`src/rtl/busdiv_select.sv`:
```
module busdiv_select #(
  parameter int W      = 32,
  parameter int TOL_HZ = 1000
) (
  input  logic         clk,
  input  logic         rst_n,
  input  logic         start,
  input  logic [W-1:0] core_hz,
  input  logic [W-1:0] cpu_req_hz,
  input  logic [W-1:0] hbus_max_hz,
  input  logic [W-1:0] pbus_max_hz,
  output logic [3:0]   hdiv,
  output logic [4:0]   pdiv,
  output logic         dvs_mode,
  output logic [W-1:0] cpu_hz,
  output logic         done,
  output logic         invalid
);
  localparam int CW = $clog2(W);
  localparam logic [2:0] LAST_IDX = 3'd5;

  typedef enum logic [1:0] {S_IDLE, S_DIV, S_CHK} st_t;
  st_t st;

  logic [W-1:0]  core_q, cpu_q, lim_q, pmax_q, quo;
  logic [3:0]    rem;
  logic [2:0]    idx;
  logic [CW-1:0] cnt;

  function automatic logic [3:0] cand(input logic [2:0] i);
    case (i)
      3'd0: cand = 4'd1;
      3'd1: cand = 4'd2;
      3'd2: cand = 4'd3;
      3'd3: cand = 4'd4;
      3'd4: cand = 4'd6;
      default: cand = 4'd8;
    endcase
  endfunction

  // request clamp and bus limit lowering at capture
  wire [W-1:0] clamp_hz = (cpu_req_hz > core_hz) ? core_hz : cpu_req_hz;
  wire [W-1:0] lim_hz   = (clamp_hz < core_hz && clamp_hz < hbus_max_hz) ? clamp_hz : hbus_max_hz;

  // restoring divider step: remainder stays below the divisor (<= 8)
  wire [3:0] dsr   = cand(idx);
  wire [4:0] trial = {rem, quo[W-1]};
  wire       ge    = trial >= {1'b0, dsr};

  // candidate evaluation once the quotient is complete
  wire         fits   = {1'b0, quo} <= ({1'b0, lim_q} + (W+1)'(TOL_HZ));
  wire         hi_p   = quo > pmax_q;
  wire         pbad   = hi_p && ((quo >> 1) > pmax_q);
  wire [W-1:0] cpu_up = (cpu_q < quo) ? quo : cpu_q;
  wire         dvs_n  = cpu_up < core_q;

  always_ff @(posedge clk or negedge rst_n) begin
    if (!rst_n) begin
      st <= S_IDLE;
      core_q <= '0; cpu_q <= '0; lim_q <= '0; pmax_q <= '0;
      quo <= '0; rem <= '0; idx <= '0; cnt <= '0;
      hdiv <= 4'd1; pdiv <= 5'd1; dvs_mode <= 1'b0; cpu_hz <= '0;
      done <= 1'b0; invalid <= 1'b0;
    end else begin
      done <= 1'b0;
      case (st)
        S_IDLE: if (start) begin
          core_q <= core_hz; cpu_q <= clamp_hz; lim_q <= lim_hz; pmax_q <= pbus_max_hz;
          idx <= '0; rem <= '0; quo <= core_hz; cnt <= '0;
          st <= S_DIV;
        end
        S_DIV: begin
          rem <= ge ? 4'(trial - {1'b0, dsr}) : trial[3:0];
          quo <= {quo[W-2:0], ge};
          cnt <= cnt + 1'b1;
          if (cnt == CW'(W-1)) st <= S_CHK;
        end
        S_CHK: begin
          if (fits) begin
            done <= 1'b1;
            st <= S_IDLE;
            if (pbad) invalid <= 1'b1;
            else begin
              invalid  <= 1'b0;
              hdiv     <= dsr;
              pdiv     <= hi_p ? {dsr, 1'b0} : {1'b0, dsr};
              dvs_mode <= dvs_n;
              cpu_hz   <= dvs_n ? quo : cpu_up;
            end
          end else if (idx == LAST_IDX) begin
            done <= 1'b1; invalid <= 1'b1; st <= S_IDLE;
          end else begin
            idx <= idx + 1'b1; rem <= '0; quo <= core_q; cnt <= '0;
            st <= S_DIV;
          end
        end
        default: st <= S_IDLE;
      endcase
    end
  end

  a_r9_done_pulse: assert property (@(posedge clk) disable iff (!rst_n)
    done |=> !done);
  a_r1_hdiv_set: assert property (@(posedge clk) disable iff (!rst_n)
    done && !invalid |-> (hdiv inside {4'd1, 4'd2, 4'd3, 4'd4, 4'd6, 4'd8}));
  a_r7_pdiv_ratio: assert property (@(posedge clk) disable iff (!rst_n)
    done && !invalid |-> (pdiv == {1'b0, hdiv} || pdiv == {hdiv, 1'b0}));
  a_r8_cpu_mode: assert property (@(posedge clk) disable iff (!rst_n)
    done && !invalid |-> (dvs_mode ? (cpu_hz < core_q) : (cpu_hz == core_q)));
  a_r5_invalid_hold: assert property (@(posedge clk) disable iff (!rst_n)
    done && invalid |-> ($stable(hdiv) && $stable(pdiv) && $stable(cpu_hz) && $stable(dvs_mode)));
  a_r10_busy_latch: assert property (@(posedge clk) disable iff (!rst_n)
    (st != S_IDLE) |=> ($stable(core_q) && $stable(lim_q) && $stable(pmax_q)));
endmodule

```
`config.mk`:
```
export PLATFORM = sky130hd
export DESIGN_NAME = busdiv_select
export DESIGN_NICKNAME = d
export VERILOG_FILES = /design/src/rtl/busdiv_select.sv
export SDC_FILE = /design/constraint.sdc
export NUM_CORES = 1
export LEC_CHECK = 0
export CELL_PAD_IN_SITES_DETAIL_PLACEMENT = 0
export CELL_PAD_IN_SITES_GLOBAL_PLACEMENT = 1
export CORE_ASPECT_RATIO = 1.75
export CORE_MARGIN = 1.5
export CORE_UTILIZATION = 41
export CTS_CLUSTER_SIZE = 20
export DETAILED_ROUTE_END_ITERATION = 10
export GPL_TIMING_DRIVEN = 0
export HOLD_SLACK_MARGIN = 0.1
export PLACE_DENSITY = 0.86
export SYNTH_ARGS = -nofsm -noshare
export SYNTH_HDL_FRONTEND = slang
export SYNTH_SLANG_ARGS = --single-unit
```
`constraint.sdc`:
```
create_clock -name clk -period 5.2 [get_ports clk]
set_clock_uncertainty 0.15 [all_clocks]
set_input_delay 1.04 -clock clk [delete_from_list [all_inputs] [get_ports clk]]
set_output_delay 1.04 -clock clk [all_outputs]
set_load 0.05 [all_outputs]
```
==> impl_metrics.env <==
export IMPL_cp_max_fo=5
export IMPL_grt_max_degree=83
export IMPL_grt_setup_unrepaired="true"
export IMPL_diodes=0
export IMPL_avgViaCountPerCell=5.78
export IMPL_finalPower_uw=14400
export IMPL_placed_area_mm2=0.0195
export IMPL_drv_cap=0
export IMPL_leakage_uw=0.0102
export IMPL_slowest_delay_ns=0.51
export IMPL_synth_commonest_cells="ha_1, dfrtp_1, nand2_1"
export IMPL_fin_crit_sh=1.03
export IMPL_cts_root_buf="clkbuf_16"
export IMPL_fin_ws_ns=-0.140
export IMPL_hpwlAfterDp_mm=49.1
export IMPL_core_mm2=0.0408
export IMPL_pin_count=175
export IMPL_antenna_found_initial=0
export IMPL_initial_core_util=0.416
export IMPL_die_h_um=272
export IMPL_grt_overflow=0
export IMPL_setup_viol=39
export IMPL_grt_pass1_vias=16500
export IMPL_synth_async_sr_flop_share=1.00
export IMPL_synth_fp_nets=2284
export IMPL_path_class="input pin to flop"
export IMPL_crit_top_cell="buf_12"
export IMPL_clock_latency_ns=0.55
export IMPL_clk_pin_slew_ns=0.07
export IMPL_period_minus_slack_ns=5.34
export IMPL_violations="negative setup slack"
export IMPL_fillers=3682
export IMPL_vias=15700
export IMPL_drc=0
export IMPL_drt_iter0_markers=830
export IMPL_synth_edf_count=0
export IMPL_h_tree_depth=1
export IMPL_ir_worst_vdd_uv=440
export IMPL_synth_area_leaders="dfrtp_1, ha_1, nand2_1"
export IMPL_p_per_area_mw_per_mm2=649
export IMPL_clock_path_buffers=3
export IMPL_cp_required_ns=5.42
export IMPL_grt_pass1_wl_mm=92.5
export IMPL_hold_buffers=0
export IMPL_ys_seq_elements=218
export IMPL_area_growth_pct=30.9
export IMPL_grt_usage=0.287
export IMPL_r2r_start="quo[19]"
export IMPL_rows=98
export IMPL_die_w_um=157
export IMPL_portBuffers=174
export IMPL_postRouteAntennaNets=0
export IMPL_cpMaxStageDelayCell="or3_4"
export IMPL_endpoint_kind="flop"
export IMPL_outcome="complete, but fails checks"
export IMPL_critPathLaunchType="input pin"
export IMPL_syn_avg_cell_area_um2=9.01
export IMPL_min_path_type="input pin to async pin"
export IMPL_yosysTopAreaCell="dfrtp_1"
export IMPL_worstMarginPinSlew_ns=0.985
export IMPL_gp_congestion=0.945
export IMPL_final_area_mm2=0.0222
export IMPL_cts_tree="done"
export IMPL_synth_area_mm2=0.0170
export IMPL_critPathArrivalTime_ns=5.56
export IMPL_hold_viol=0
export IMPL_slew_viol_final=0
export IMPL_yosysSeqAreaShare=0.321
export IMPL_drive_gt1_frac=0.231
export IMPL_first_pass_iters=7
export IMPL_slew_headroom=0.343
export IMPL_fmax_ghz=0.187
export IMPL_crit_chain="buf_12, inv_8, ha_4, nand4_1, or3_4, nor2_1, nand3_4, o21ai_4, buf_12, buf_12, buf_16, mux2i_4, inv_2, ha_4, nand4_1, nor3_4, and4_4, o21ai_4, and4b_2, o211a_4, buf_8, buf_6, nand3_2, o311ai_2"
export IMPL_ys_warn_count=0
export IMPL_netlist_instances=1886
export IMPL_cts_sinks=218
export IMPL_fin_nets=2556
export IMPL_yosys_area_top_type_share=0.318
export IMPL_die_area_mm2=0.0427
export IMPL_crit_path_start="core_hz[13]"
export IMPL_cts_buffers=21
export IMPL_wl_per_cell_um=22.7
export IMPL_yosysMostFrequentCell="ha_1"
export IMPL_synth_cell_types=78
export IMPL_synth_ff_type="dfrtp_1"
export IMPL_wl_mm=61.7
critical path: cells and delay by family:
kind,cells,cell delay [ns]
AO/OA/AOI/OAI,4,0.56
adder cells (fa/ha/maj),2,0.50
AND/OR/NAND/NOR,9,2.32
multiplexers,1,0.24
buffers and inverters,8,0.89
kinds of logic (layout without fill, tap and decap cells):
logic type,after synthesis,count (layout),synth area share
XOR/XNOR,28,28,0.0144
multiplexers,132,132,0.0827
AND/OR/NAND/NOR,484,484,0.132
buffers and inverters,282,567,0.0667
flip-flops,218,218,0.321
adder cells (fa/ha/maj),267,267,0.197
AO/OA/AOI/OAI,475,475,0.185
flip-flops by register name (all words and copies together), names as in the netlist:
name      count
lim_q        32
dvs_mode      1
cpu_q        32
cnt           5
hdiv          4
quo          32
rem           4
done          1
invalid       1
pdiv          5
core_q       32
idx           3
st            2
pmax_q       32
cpu_hz       32
through the flow:
stage / cells / util / worst slack (ns) / setup TNS (ns) / hold slack, ns
2_1_floorplan: 1886 / - / 0.139 / 0 / 0.299
3_3_place_gp: 2610 / 0.476 / -6.30 / -1480.56 / 0.306
3_5_place_dp: 2612 / 0.477 / -2.57 / -128.16 / 0.317
4_1_cts: 2703 / 0.524 / 0.0000355 / 0 / 0.308
5_1_grt: 2721 / 0.545 / -0.182 / -4.32 / 0.324
6_report: 2721 / 0.545 / -0.140 / -2.54 / 0.287
cell type report:
class / count / area (µm²) / area share
Clock inverter: 10 / 62.6 / 0.00281
Buffer: 75 / 482 / 0.0217
Clock buffer: 26 / 564 / 0.0254
Timing Repair Buffer: 249 / 2400 / 0.108
Inverter: 207 / 835 / 0.0375
Multi-Input combinational cell: 1386 / 11700 / 0.527
Tap cell: 550 / 688 / 0.0309
Sequential cell: 218 / 5490 / 0.247
repair_timing:
action | CTS | global route
cloned | 3 | 2
setup buffers | 52 | 18
pin swaps | 57 | 63
resized for setup | 402 | 219
setup endpoints to repair | 120 | 120
cell usage in the layout, fill, tap and decap left out, drive strengths merged, types with 9 or more instances in the layout:
cell,count
inv,208
nand2,211
o21ai,191
mux2,67
mux2i,65
a211oi,11
xor2,10
nor3,23
nor4,10
xnor2,18
a21oi,77
nor2b,9
dfrtp,216
ha,266
o21a,10
nor2,85
nand3,63
o311ai,27
a21o,61
clkdlybuf4s50,109
o221ai,36
o211ai,9
nand4,48
buf,136
o31ai,11
clkbuf,89
clkdlybuf4s15,9
worst paths after layout:
kind | end | slack [ns] | cells after the start
worst min register to register | hdiv[0] | 0.32 | 2
worst max register to register | cpu_hz[2] | -0.07 | 22
max in group asynchronous | quo[26] | 3.43 | 3
worst min-delay path | quo[9] | 0.29 | 1
min in group clk | hdiv[0] | 0.32 | 2
worst max-delay path | lim_q[5] | -0.14 | 24
power breakdown:
group,switching (µW),total (µW),internal [µW]
sequential,775,3200,2420
clock,720,1500,775
combinational,5260,9730,4470
per-layer routing:
layer	global-route usage	share of wire	routed length [µm]
met5	0	0	0
met2	0.519	0.51	31500
met1	0.298	0.36	22000
met3	0.0288	0.040	2460
met4	0.230	0.093	5770
(Power assumes the default switching activity.)
